$ cat src/rtl/chop_pkg.sv
// Shared types for the mixed-decay chopper.
// Assumes: all blocks of the chopper import this package.
package chop_pkg;
    typedef enum logic [2:0] {
        PH_IDLE,   // disabled, all switches open
        PH_GAP,    // crossover gap before new drive
        PH_DRIVE,  // on-period, commanded diagonal closed
        PH_FAST,   // fast-decay half of the off-time
        PH_SPLIT,  // forced all-off gap between decay halves
        PH_SLOW    // slow-decay remainder of the off-time
    } phase_t;
endpackage

$ cat src/rtl/chop_timer.sv
// Phase down-counter: it loads a duration when a phase is entered and then
// counts down to zero and holds there.
// Assumes: the sequencer decides when to load and what each count means.
module chop_timer #(
    parameter int W = 8
) (
    input  logic         clk,
    input  logic         rst_n,
    input  logic         load,
    input  logic [W-1:0] load_val,
    output logic [W-1:0] count
);
    // Load a new duration, or count down towards zero.
    always_ff @(posedge clk) begin
        if (!rst_n)
            count <= '0;
        else if (load)
            count <= load_val;
        else if (count != '0)
            count <= count - 1'b1;
    end
endmodule

$ cat src/rtl/chop_seq.sv
// Phase sequencer: it steps the bridge through gap, drive, fast decay,
// split gap and slow decay. It holds the latched direction and the
// zero-current cutoff flag.
// Assumes: XOVER_CYC >= 1, and OFF_CYC/2 >= 1, and
// OFF_CYC - OFF_CYC/2 - XOVER_CYC >= 1.
module chop_seq
    import chop_pkg::*;
#(
    parameter int BLANK_CYC = 375,
    parameter int OFF_CYC   = 3125,
    parameter int XOVER_CYC = 50,
    parameter int CW        = 12
) (
    input  logic          clk,
    input  logic          rst_n,
    input  logic          enable,
    input  logic          dir_fwd,
    input  logic          trip,
    input  logic          zero_i,
    input  logic [CW-1:0] count,
    output logic          load,
    output logic [CW-1:0] load_val,
    output phase_t        phase,
    output logic          dir_q,
    output logic          zero_q
);
    localparam int FAST_CYC = OFF_CYC / 2;
    localparam int SLOW_CYC = OFF_CYC - FAST_CYC - XOVER_CYC;
    localparam logic [CW-1:0] LV_BLANK = CW'(BLANK_CYC);
    localparam logic [CW-1:0] LV_FAST  = CW'(FAST_CYC);
    localparam logic [CW-1:0] LV_XOVER = CW'(XOVER_CYC);
    localparam logic [CW-1:0] LV_SLOW  = CW'(SLOW_CYC);
    localparam logic [CW-1:0] ONE      = CW'(1);

    phase_t nxt;
    logic   set_dir;
    logic   decaying;
    logic   clr_zero;

    assign decaying = (phase == PH_FAST) || (phase == PH_SPLIT) || (phase == PH_SLOW);
    assign clr_zero = load && ((nxt == PH_DRIVE) || (nxt == PH_FAST));

    // Choose the next phase and the duration to load on entering it.
    always_comb begin
        nxt      = phase;
        load     = 1'b0;
        load_val = '0;
        set_dir  = 1'b0;
        if (!enable) begin
            nxt = PH_IDLE;
        end else if ((phase == PH_IDLE) || (dir_fwd != dir_q)) begin
            nxt      = PH_GAP;
            load     = 1'b1;
            load_val = LV_XOVER;
            set_dir  = 1'b1;
        end else begin
            unique case (phase)
                PH_GAP: if (count == ONE) begin
                    nxt = PH_DRIVE; load = 1'b1; load_val = LV_BLANK;
                end
                PH_DRIVE: if (trip && (count == '0)) begin
                    nxt = PH_FAST; load = 1'b1; load_val = LV_FAST;
                end
                PH_FAST: if (count == ONE) begin
                    nxt = PH_SPLIT; load = 1'b1; load_val = LV_XOVER;
                end
                PH_SPLIT: if (count == ONE) begin
                    nxt = PH_SLOW; load = 1'b1; load_val = LV_SLOW;
                end
                PH_SLOW: if (count == ONE) begin
                    nxt = PH_DRIVE; load = 1'b1; load_val = LV_BLANK;
                end
                default: nxt = PH_IDLE;
            endcase
        end
    end

    // Register the phase, the direction in use and the rectifier cutoff.
    always_ff @(posedge clk) begin
        if (!rst_n) begin
            phase  <= PH_IDLE;
            dir_q  <= 1'b1;
            zero_q <= 1'b0;
        end else begin
            phase <= nxt;
            if (set_dir)
                dir_q <= dir_fwd;
            if (clr_zero)
                zero_q <= 1'b0;
            else if (zero_i && decaying)
                zero_q <= 1'b1;
        end
    end
endmodule

$ cat src/rtl/chop_gates.sv
// Switch decode: it maps the phase, the direction in use and the zero-current
// cutoff onto the high and low switch of each leg (index 0 is leg A).
// Assumes: inputs come straight from registers, so the outputs are free of
// glitches caused by the block's own inputs.
module chop_gates
    import chop_pkg::*;
(
    input  phase_t     phase,
    input  logic       dir_q,
    input  logic       zero_q,
    output logic [1:0] hi,
    output logic [1:0] lo,
    output logic       chopping
);
    logic drive_on;
    logic fast_on;
    logic slow_on;

    assign drive_on = (phase == PH_DRIVE);
    assign fast_on  = (phase == PH_FAST) && !zero_q;
    assign slow_on  = (phase == PH_SLOW) && !zero_q;
    assign chopping = (phase == PH_FAST) || (phase == PH_SPLIT) || (phase == PH_SLOW);

    for (genvar g = 0; g < 2; g++) begin : g_leg
        logic is_src;
        // A leg sources current when its side matches the direction in use.
        assign is_src = (g == 0) ? dir_q : !dir_q;
        // The source leg's high side drives; in fast decay the other leg's high side rectifies.
        assign hi[g] = (drive_on && is_src) || (fast_on && !is_src);
        // The sink leg's low side drives; slow decay closes both low sides.
        assign lo[g] = (drive_on && !is_src) || (fast_on && is_src) || slow_on;
    end
endmodule

$ cat src/rtl/mixed_decay_chopper.sv
// Top of the fixed off-time mixed-decay chopper: it joins the phase timer,
// the sequencer and the switch decode.
// Assumes: trip and zero_i are already synchronous to clk.
module mixed_decay_chopper #(
    parameter int BLANK_CYC = 375,
    parameter int OFF_CYC   = 3125,
    parameter int XOVER_CYC = 50
) (
    input  logic clk,
    input  logic rst_n,
    input  logic enable,
    input  logic dir_fwd,
    input  logic trip,
    input  logic zero_i,
    output logic a_hi,
    output logic a_lo,
    output logic b_hi,
    output logic b_lo,
    output logic chopping
);
    import chop_pkg::*;

    localparam int MAXC = (BLANK_CYC > OFF_CYC) ? BLANK_CYC : OFF_CYC;
    localparam int CW   = $clog2(MAXC + 1);

    logic          load;
    logic [CW-1:0] load_val;
    logic [CW-1:0] count;
    phase_t        phase;
    logic          dir_q;
    logic          zero_q;
    logic [1:0]    hi;
    logic [1:0]    lo;

    chop_timer #(.W(CW)) u_timer (
        .clk(clk), .rst_n(rst_n), .load(load), .load_val(load_val), .count(count)
    );

    chop_seq #(
        .BLANK_CYC(BLANK_CYC), .OFF_CYC(OFF_CYC), .XOVER_CYC(XOVER_CYC), .CW(CW)
    ) u_seq (
        .clk(clk), .rst_n(rst_n), .enable(enable), .dir_fwd(dir_fwd),
        .trip(trip), .zero_i(zero_i), .count(count), .load(load),
        .load_val(load_val), .phase(phase), .dir_q(dir_q), .zero_q(zero_q)
    );

    chop_gates u_gates (
        .phase(phase), .dir_q(dir_q), .zero_q(zero_q),
        .hi(hi), .lo(lo), .chopping(chopping)
    );

    assign a_hi = hi[0];
    assign a_lo = lo[0];
    assign b_hi = hi[1];
    assign b_lo = lo[1];
endmodule

$ cat config.mk
export PLATFORM = sky130hd
export DESIGN_NAME = mixed_decay_chopper
export DESIGN_NICKNAME = d
export VERILOG_FILES = /design/src/rtl/chop_pkg.sv /design/src/rtl/chop_timer.sv /design/src/rtl/chop_seq.sv /design/src/rtl/chop_gates.sv /design/src/rtl/mixed_decay_chopper.sv
export SDC_FILE = /design/constraint.sdc
export NUM_CORES = 1
export LEC_CHECK = 0
export ABC_AREA = 1
export BUFFER_PORTS_ARGS = -buffer_cell sky130_fd_sc_hd__buf_2
export CORE_MARGIN = 4
export CORE_UTILIZATION = 45
export CTS_CLUSTER_DIAMETER = 200
export DETAILED_ROUTE_END_ITERATION = 8
export PLACE_DENSITY = 0.63
export SLEW_MARGIN = 30
export SYNTH_ARGS = -nofsm -noshare
export SYNTH_HDL_FRONTEND = slang
export SYNTH_SLANG_ARGS = --single-unit
export TNS_END_PERCENT = 100
$ cat constraint.sdc
create_clock -name clk -period 2.92 [get_ports clk]
set_input_delay 0.876 -clock clk [delete_from_list [all_inputs] [get_ports clk]]
set_output_delay 0.876 -clock clk [all_outputs]
set_load 0.01 [all_outputs]
==> flow_summary.yaml, run 1 <==
outcome:
  status: "complete, no violations"
sta:
  finalHoldViolations: 0
  fmax_mhz: 420.1
  rsz0062_at_grt: "false"
  fin_crit_sh: 0.8152
  slew_headroom: 0.8036
  tightest_slew_ns: 0.2929
  fin_skew_ns: 0.0008476
  maxSlewViolCount: 0
  setup_violations: 0
  totalNegativeSetupSlack_ns: 0
  period_needed_ns: 2.380
  whs_ns: 0.5500
route:
  wire_per_inst_um: 12.54
  wl_met2_um: 1200
  dr.first_iter.drc_count: 39
  drc: 0
  drtAntennaViolNets: 0
  routed_wl_um: 2910
  vias_per_cell: 5.203
  wl_met1_um: 1501
  dr_wl_met3_um: 163
  vias: 1207
  detailedRoute.firstPassIterationCount: 4
  dr.max_layer_used: "met4"
power_and_ir_drop:
  power_frac_seq: 0.341
  leakagePower_nw: 0.6278
  ir_drop_uv: 392.3
  clockPowerShare: 0.147
  switching_share: 0.4654
  pwr-share-comb: 0.512
  intPower_w: 0.0004859
  powerDensity_nw_per_um2: 678.3
  p_sw_w: 0.0004230
finish:
  n_fill_cell: 258
  final_nets: 212
  fin_cells: 232
  area_growth_pct: 7.964
  antenna_cells: 0
  drive_gt1_frac: 0.1931
  final_util: 0.5265
synth:
  ys_types: 27
  synth_area_leader_cell: "dfxtp_1"
  synth_area_leaders: "dfxtp_1 (27%), nand2_1 (16%), nor2_1 (8.5%)"
  synth_area_sq_um: 1241
  synth_area_per_cell_sq_um: 6.533
  syn_nets: 199
  ys_warn_count: 0
  ys_ff_latch: 17
  yosysSeqAreaShare: 0.2742
  netlist.area_leader.share: 0.2742
  postSynthCellCount: 190
global_route:
  grt_pass1_wl_um: 4899
  track_usage: 0.1809
  grt_max_degree: 15
  antenna_found_initial: 0
  grt-ovfl-total: 0
  first_global_vias: 1024
worst_setup_path:
  crit_chain: "inv_2, nand2_1, nor2_2, inv_1, o211ai_1, buf_2"
  r2r_start: "u_timer.count[0]$_SDFFE_PN0P_"
  worstSetupPathType: "flop to primary output"
  critPathSlowestCell: "dfxtp_1"
  critPathLaunchType: "flop"
  cp-end-kind: "primary output"
  reg2regPathDepth: 11
  worstReg2RegEnd: "u_timer.count[1]$_SDFFE_PN0P_"
  arrival_ns: 1.50
  worstPathMaxFanout: 5
  r2r_slack_ns: 1.25
  crit_path_max_incr_delay_ns: 0.33
  cp.required_ns: 2.04
clocking:
  cts.htree.levels: 1
  holdBufCountCts: 0
  cts.sinks: 17
  cts_resized: 0
  post_cts_buffers: 0
  clk_pin_slew_ns: 0.11
  cts_tree: "built"
  clock_latency_ns: 0.30
  cts_buffers: 3
  clockBufferDepth: 2
  clock-root-buffer: "clkbuf_4"
worst_hold_path:
  hp-start: "u_timer.count[11]$_SDFFE_PN0P_"
  hold_depth: 2
  min_to: "u_timer.count[11]$_SDFFE_PN0P_"
  holdCritPathClass: "flop to flop"
floorplanning:
  placementRows: 18
  io_pins: 11
  core-area_sq_um: 2545
  initial_core_util: 0.4877
  dieWidth_um: 60.52
  die_y_um: 60.52
  design.die.area_sq_um: 3663
placed_design:
  place_congestion: 0.8944
  placed_cells: 228
  place_hpwl_um: 2294
  io_buffers: 10
flow_run:
  cap_violations: 0
-- synthesized netlist by cell type --
library cell  number
dfxtp_1           17
nand3_1           11
nand3_2            4
o21ai_0            8
clkinv_1           1
nor3_2             1
ha_1               3
a21oi_1            9
o211ai_1           3
xor2_1             5
o21a_1             1
a21oi_4            1
a31oi_1            1
nand4_1            3
nor2_4             4
buf_6              1
nor2_1            28
xnor2_1            2
o21ai_1            2
inv_1             14
nor2_2             4
inv_2              5
clkbuf_2           1
a41oi_1            1
nand2_1           54
nand2_4            3
nand2_2            3
-- critical path, delay by kind of cell, from the launching register on --
| family | cells | cell delay, ns |
|---|---|---|
| buf+inv | 3 | 0.42 |
| flops | 1 | 0.33 |
| simple gates | 2 | 0.29 |
| compound gates | 1 | 0.17 |
-- worst max-delay path by stage --
stage                                          from                        end  slack (ns)  cells after the start
after global routing      u_seq.phase[2]$_SDFF_PN0_                       b_hi        0.36                      6
after floorplan           u_seq.phase[2]$_SDFF_PN0_                       a_hi        1.04                      5
final                     u_seq.phase[2]$_SDFF_PN0_                       b_lo        0.54                      6
after CTS                 u_seq.phase[2]$_SDFF_PN0_                       b_lo        0.54                      6
after global placement                      dir_fwd  u_seq.zero_q$_SDFFE_PP0P_        0.84                      7
after detailed placement                    dir_fwd  u_seq.zero_q$_SDFFE_PP0P_        0.84                      7
-- stage by stage --
stage / setup slack [ns] / power (W) / area [sq um]
2_1_floorplan: 1.045 / 0.0006907 / 1241
3_3_place_gp: 0.8423 / 0.0007732 / 1313
3_5_place_dp: 0.8405 / 0.0007757 / 1313
4_1_cts: 0.5380 / 0.0009111 / 1340
5_1_grt: 0.3615 / 0.0009892 / 1340
6_report: 0.5396 / 0.0009089 / 1340
-- layer usage --
metal  GRT usage  up-vias
met1      0.2776      531
met2      0.2546       35
met4     0.06502        0
met3     0.02553        4
met5           0        -
li1            -      637
-- power by group through the flow --
stage                     Clock, W  Combinational (W)  Sequential [W]
final                     0.000133           0.000465        0.000310
after floorplan                  0           0.000384        0.000307
after CTS                 0.000138           0.000465        0.000309
after detailed placement         0           0.000461        0.000314
after global routing      0.000149           0.000525        0.000315
after global placement           0           0.000460        0.000313
-- final cells by class --
cell class | count | area (sq um) | area share
multi-input cells | 151 | 809.5 | 0.6041
flip-flops and latches | 17 | 340.3 | 0.2540
inverters | 20 | 75.07 | 0.05602
repair buffers | 10 | 50.05 | 0.03735
well taps | 30 | 37.54 | 0.02801
clock buffers | 3 | 22.52 | 0.01681
clock inverters | 1 | 5.005 | 0.003735
-- cell usage in the layout (no fill, tap or decap), drive strengths merged --
cell type,Yosys,routed
xor2,5,5
a21oi,10,10
inv,19,19
clkbuf,1,3
o21ai,10,10
a41oi,1,1
o21a,1,1
clkinv,1,2
nand3,15,15
xnor2,2,2
ha,3,3
a31oi,1,1
nor2,36,36
dfxtp,17,17
buf,1,10
nand4,3,3
nand2,60,60
nor3,1,1
o211ai,3,3
-- registers in the layout, summed over array words and instances, names as in the netlist --
register       cells
u_seq.dir_q        1
u_timer.count     12
u_seq.zero_q       1
u_seq.phase        3
-- logic make-up after synthesis --
family,count (synthesis),share of synthesized area
simple gates,115,0.4466
fa+ha+maj,3,0.03025
buf+inv,22,0.07358
flops,17,0.2742
compound gates,26,0.1260
xor+xnor,7,0.04940
Power figures use the tool's default switching activity.
==> inputs of run 2 (changes only) <==
PLACE_DENSITY = 0.65   (was 0.63)
clock period = 2.15 ns   (was 2.92 ns; I/O delays follow)
==> run 2 against run 1 <==
Compared with the run above: sequential share of layout area shrank 0.21 points; sequential cell count is the same; global-route usage shrank 0.18 points; total power grew 35%; register-to-register slack lost 0.75 ns; via count grew 1.7%; utilization grew 0.84 points.
==> flow_summary.yaml, run 2 (synthesis gave the netlist of run 1 again) <==
route:
  dr.first_iter.drc_count: 67
  wire_per_inst_um: 12.45
  detailedRoute.firstPassIterationCount: 4
  vias_per_cell: 5.266
  drtAntennaViolNets: 0
  drc: 0
  routed_wl_um: 2900
  vias: 1227
finish:
  final_nets: 213
  n_fill_cell: 271
  finalInstanceArea_sq_um: 1361
  max_flop_register: "u_timer.count"
  drive_gt1_frac: 0.2118
  antenna_cells: 0
  layout_commonest_cell: "nand2_1"
  largest_reg_flops: 12
  fin_cells: 233
  area_growth_pct: 9.678
  final_cell_mix: "nand2_1 (54), nor2_1 (27), dfxtp_1 (15), inv_1 (14)"
  reg_top3: "u_timer.count: 12 flops, u_seq.phase: 3 flops"
floorplanning:
  design.die.area_sq_um: 3663
  placementRows: 18
  initial_core_util: 0.4877
  core-area_sq_um: 2545
  io_pins: 11
  dieWidth_um: 60.52
  die_y_um: 60.52
worst_setup_path:
  critPathLaunchType: "flop"
  worstSetupPathType: "flop to primary output"
  cp.required_ns: 1.50
  crit_path_max_incr_delay_ns: 0.33
  critPathSlowestCell: "dfxtp_1"
  crit_chain: "inv_2, nand2_1, nor2_4, inv_1, o211ai_1, buf_2"
  arrival_ns: 1.37
  cp-end-kind: "primary output"
  cp_top_family: "buffers and inverters"
  worstPathMaxFanout: 5
  critPathBufInv: 3
power_and_ir_drop:
  switching_share: 0.4592
  leakagePower_nw: 0.6299
  pwr-share-comb: 0.513
  power_frac_seq: 0.345
  intPower_w: 0.0006632
  powerDensity_nw_per_um2: 900.9
  power_w: 0.001226
  p_sw_w: 0.0005632
  ir_drop_uv: 580.5
  clockPowerShare: 0.142
sta:
  fin_skew_ns: 0.001446
  slew_headroom: 0.8059
  setup_violations: 0
  period_needed_ns: 2.015
  maxSlewViolCount: 0
  totalNegativeSetupSlack_ns: 0
  fin_crit_sh: 0.9374
  finalHoldViolations: 0
  rsz0062_at_grt: "false"
  fmax_mhz: 496.2
  tightest_slew_ns: 0.2893
  whs_ns: 0.5476
flow_run:
  cap_violations: 0
clocking:
  cts_buffers: 3
  clock_latency_ns: 0.29
  cts.sinks: 17
  clockBufferDepth: 2
  cts_tree: "built"
  clock-root-buffer: "clkbuf_4"
  cts.htree.levels: 1
  clk_pin_slew_ns: 0.10
global_route:
  first_global_vias: 1104
  track_usage: 0.1790
  grt-ovfl-total: 0
  grt_pass1_wl_um: 5023
  grt_max_degree: 15
  antenna_found_initial: 0
worst_hold_path:
  holdCritPathClass: "flop to flop"
outcome:
  status: "complete, no violations"
placed_design:
  place_congestion: 0.8715
  io_buffers: 10
  place_hpwl_um: 2311
  placed_cell_area_sq_um: 1313
  placed_cells: 228
[run 2: repair_timing]
action / 4_1_cts / 5_1_grt
hold buffers: 0 / 0
setup buffers: 0 / 1
endpoints found under the setup margin: 0 / 4
resized for setup: 0 / 5
[run 2: power groups by stage]
| stage | registers, W | logic, W | clock network [W] |
|---|---|---|---|
| 4_1_cts | 0.000422 | 0.000627 | 0.000182 |
| 6_report | 0.000423 | 0.000629 | 0.000175 |
| 2_1_floorplan | 0.000417 | 0.000521 | 0 |
| 5_1_grt | 0.000430 | 0.000708 | 0.000198 |
| 3_5_place_dp | 0.000429 | 0.000621 | 0 |
| 3_3_place_gp | 0.000426 | 0.000617 | 0 |
[run 2: stage by stage]
stage,util,worst slack [ns]
2_1_floorplan,-,0.5057
3_3_place_gp,0.5157,0.3468
3_5_place_dp,0.5157,0.3388
4_1_cts,0.5261,0.006752
5_1_grt,0.5349,0.003031
6_report,0.5349,0.1346
[run 2: worst paths after layout]
path              cells past startpoint  slack (ns)                        endpoint                            from
hold reg to reg                       2        0.55  u_timer.count[11]$_SDFFE_PN0P_  u_timer.count[11]$_SDFFE_PN0P_
setup / recovery                      6        0.13                            b_lo       u_seq.phase[2]$_SDFF_PN0_
setup reg to reg                     10        0.50  u_timer.count[10]$_SDFFE_PN0P_   u_timer.count[0]$_SDFFE_PN0P_
hold / removal                        2        0.55  u_timer.count[11]$_SDFFE_PN0P_  u_timer.count[11]$_SDFFE_PN0P_
[run 2: worst reg2reg max path, cell delays in order, from the launching register on]
cell	delay, ns
dfxtp_1	0.34
inv_1	0.16
ha_1	0.25
nand2_1	0.11
nor2_1	0.20
nand3_1	0.12
xor2_1	0.16
nand2_1	0.07
nand2_1	0.06
nand2_1	0.04
nor2_1	0.08
[run 2: layer usage]
metal  vias to the layer above  track usage  routed length, um
met5                         -            0                  0
met4                         0      0.05573                 40
met3                         5      0.02553                143
met2                        35       0.2701               1251
met1                       555       0.2632               1464
li1                        632            -                  -
[run 2: final cells by class]
class                      count  area (sq um)  area share
multi-input combinational    151         822.0      0.6039
sequential                    17         342.8      0.2518
inverter                      20         75.07     0.05515
timing repair buffer          11         57.56     0.04228
tap                           30         37.54     0.02757
clock buffer                   4         26.28     0.01930
==> inputs of run 3 (changes only) <==
CORE_UTILIZATION = 29   (was 45)
PLACE_DENSITY = 0.46   (was 0.65)
SKIP_LAST_GASP = 1   (was unset)
==> run 3 against run 2 <==
Compared with the run above: first-iteration DRC count down 12%; critical path type unchanged; utilization fell by 19 points; largest power group unchanged; cell count grew 8.2%; highest routed layer unchanged.
==> flow_summary.yaml, run 3 (synthesis gave the netlist of run 1 again) <==
outcome:
  status: "complete, no violations"
route:
  dr.first_iter.drc_count: 59
  vias_per_cell: 4.647
  vias: 1171
  drc: 0
  routed_wl_um: 2862
  wire_per_inst_um: 11.36
  drtAntennaViolNets: 0
  detailedRoute.firstPassIterationCount: 4
worst_setup_path:
  critPathSlowestCell: "dfxtp_1"
  crit_chain: "inv_2, nand2_1, nor2_4, inv_1, o211ai_1, buf_2"
  critPathLaunchType: "flop"
  cp-end-kind: "primary output"
  cp-startpoint: "u_seq.phase[2]$_SDFF_PN0_"
  worstPathMaxFanout: 5
  cp.required_ns: 1.50
  worstSetupPathType: "flop to primary output"
  crit_path_max_incr_delay_ns: 0.32
  r2r_start: "u_timer.count[0]$_SDFFE_PN0P_"
  arrival_ns: 1.38
sta:
  rsz0062_at_grt: "false"
  fin_crit_sh: 0.9434
  finalHoldViolations: 0
  tightest_slew_ns: 0.3477
  fin_skew_ns: 0.0007691
  fmax_mhz: 493.0
  finalWorstSetupSlack_ns: 0.1216
  totalNegativeSetupSlack_ns: 0
  maxSlewViolCount: 0
  period_needed_ns: 2.028
  slew_headroom: 0.7668
  setup_violations: 0
clocking:
  clockBufferDepth: 2
  clk_pin_slew_ns: 0.07
  cts_buffers: 3
  cts.htree.levels: 1
  clock_latency_ns: 0.25
  holdBufCountCts: 0
  clock-root-buffer: "clkbuf_8"
  cts_tree: "built"
  cts.sinks: 17
power_and_ir_drop:
  power_w: 0.001281
  leakagePower_nw: 0.6364
  powerDensity_nw_per_um2: 918.2
  ir_drop_uv: 306.9
floorplanning:
  dieWidth_um: 73.42
  design.die.area_sq_um: 5391
  die_y_um: 73.42
  placementRows: 23
  io_pins: 11
  core-area_sq_um: 4058
  initial_core_util: 0.3059
placed_design:
  placed_cells: 248
  dpl_worst_slack_ns: 0.2968
  place_congestion: 0.7964
  io_buffers: 10
  place_hpwl_um: 2339
  placed_cell_area_sq_um: 1338
flow_run:
  cap_violations: 0
global_route:
  grt-ovfl-total: 0
  first_global_vias: 1054
  grt_max_degree: 15
  track_usage: 0.1183
  grt_pass1_wl_um: 4926
  antenna_found_initial: 0
finish:
  finalInstanceArea_sq_um: 1395
  largest_reg_flops: 12
  max_flop_register: "u_timer.count"
  final_cell_mix: "nand2_1 (54), nor2_1 (28), dfxtp_1 (16), inv_1 (14)"
  drive_gt1_frac: 0.2030
  area_growth_pct: 12.40
  layout_commonest_cell: "nand2_1"
  final_nets: 212
  antenna_cells: 0
  n_fill_cell: 436
  fin_cells: 252
  reg_top3: "u_timer.count: 12 flops, u_seq.phase: 3 flops"
worst_hold_path:
  hp-start: "u_timer.count[11]$_SDFFE_PN0P_"
  holdCritPathClass: "flop to flop"
-- run 3: cell types whose count changed in the layout (fill, tap and decap cells not counted), sizes merged --
cell / previous run / this run
buf: 11 / 10
clkbuf: 4 / 3
clkinv: 1 / 2
-- run 3: power breakdown --
group	total (W)	internal, W	leakage (nW)	switching, W
sequential	0.000423	0.000370	0.140	0.0000533
combinational	0.000617	0.000221	0.471	0.000396
clock	0.000240	0.000129	0.0255	0.000112
-- run 3: stage by stage --
stage / hold WS, ns / utilization
finish: 0.5205 / 0.3438
global placement: 0.5187 / 0.3296
CTS: 0.5329 / 0.3410
detailed placement: 0.5116 / 0.3296
floorplan: 0.4886 / -
global route: 0.5740 / 0.3438
-- run 3: timing repair --
action | in CTS | in global routing
endpoints found under the setup margin | 0 | 4
setup buffers | 0 | 0
resized for setup | 0 | 4
-- run 3: area by class of cell --
| type | instances | area (sq um) | area share |
|---|---|---|---|
| clock buffer | 3 | 41.29 | 0.02960 |
| clock inverter | 1 | 5.005 | 0.003587 |
| inverter | 20 | 75.07 | 0.05381 |
| multi-input combinational | 151 | 819.5 | 0.5874 |
| sequential | 17 | 341.6 | 0.2448 |
| tap | 50 | 62.56 | 0.04484 |
| timing repair buffer | 10 | 50.05 | 0.03587 |
-- run 3: path summary, 6_finish.rpt --
check / slack (ns) / cells past startpoint / end
max: 0.12 / 6 / b_lo
min: 0.52 / 2 / u_timer.count[11]$_SDFFE_PN0P_
min reg2reg: 0.52 / 2 / u_timer.count[11]$_SDFFE_PN0P_
max reg2reg: 0.50 / 11 / u_timer.count[1]$_SDFFE_PN0P_
-- run 3: metal layers --
layer	wire, um	global-route usage	vias up	part of all wire
met5	0	0	-	0
met1	1449	0.1687	514	0.51
met3	105	0.02052	5	0.037
li1	-	-	632	-
met2	1268	0.1807	20	0.44
met4	38	0.03622	0	0.013
-- run 3: critical path, delay by kind of cell (launching register included) --
family | cells | cell delay, ns
simple gates | 2 | 0.26
buf+inv | 3 | 0.39
flops | 1 | 0.32
compound gates | 1 | 0.17
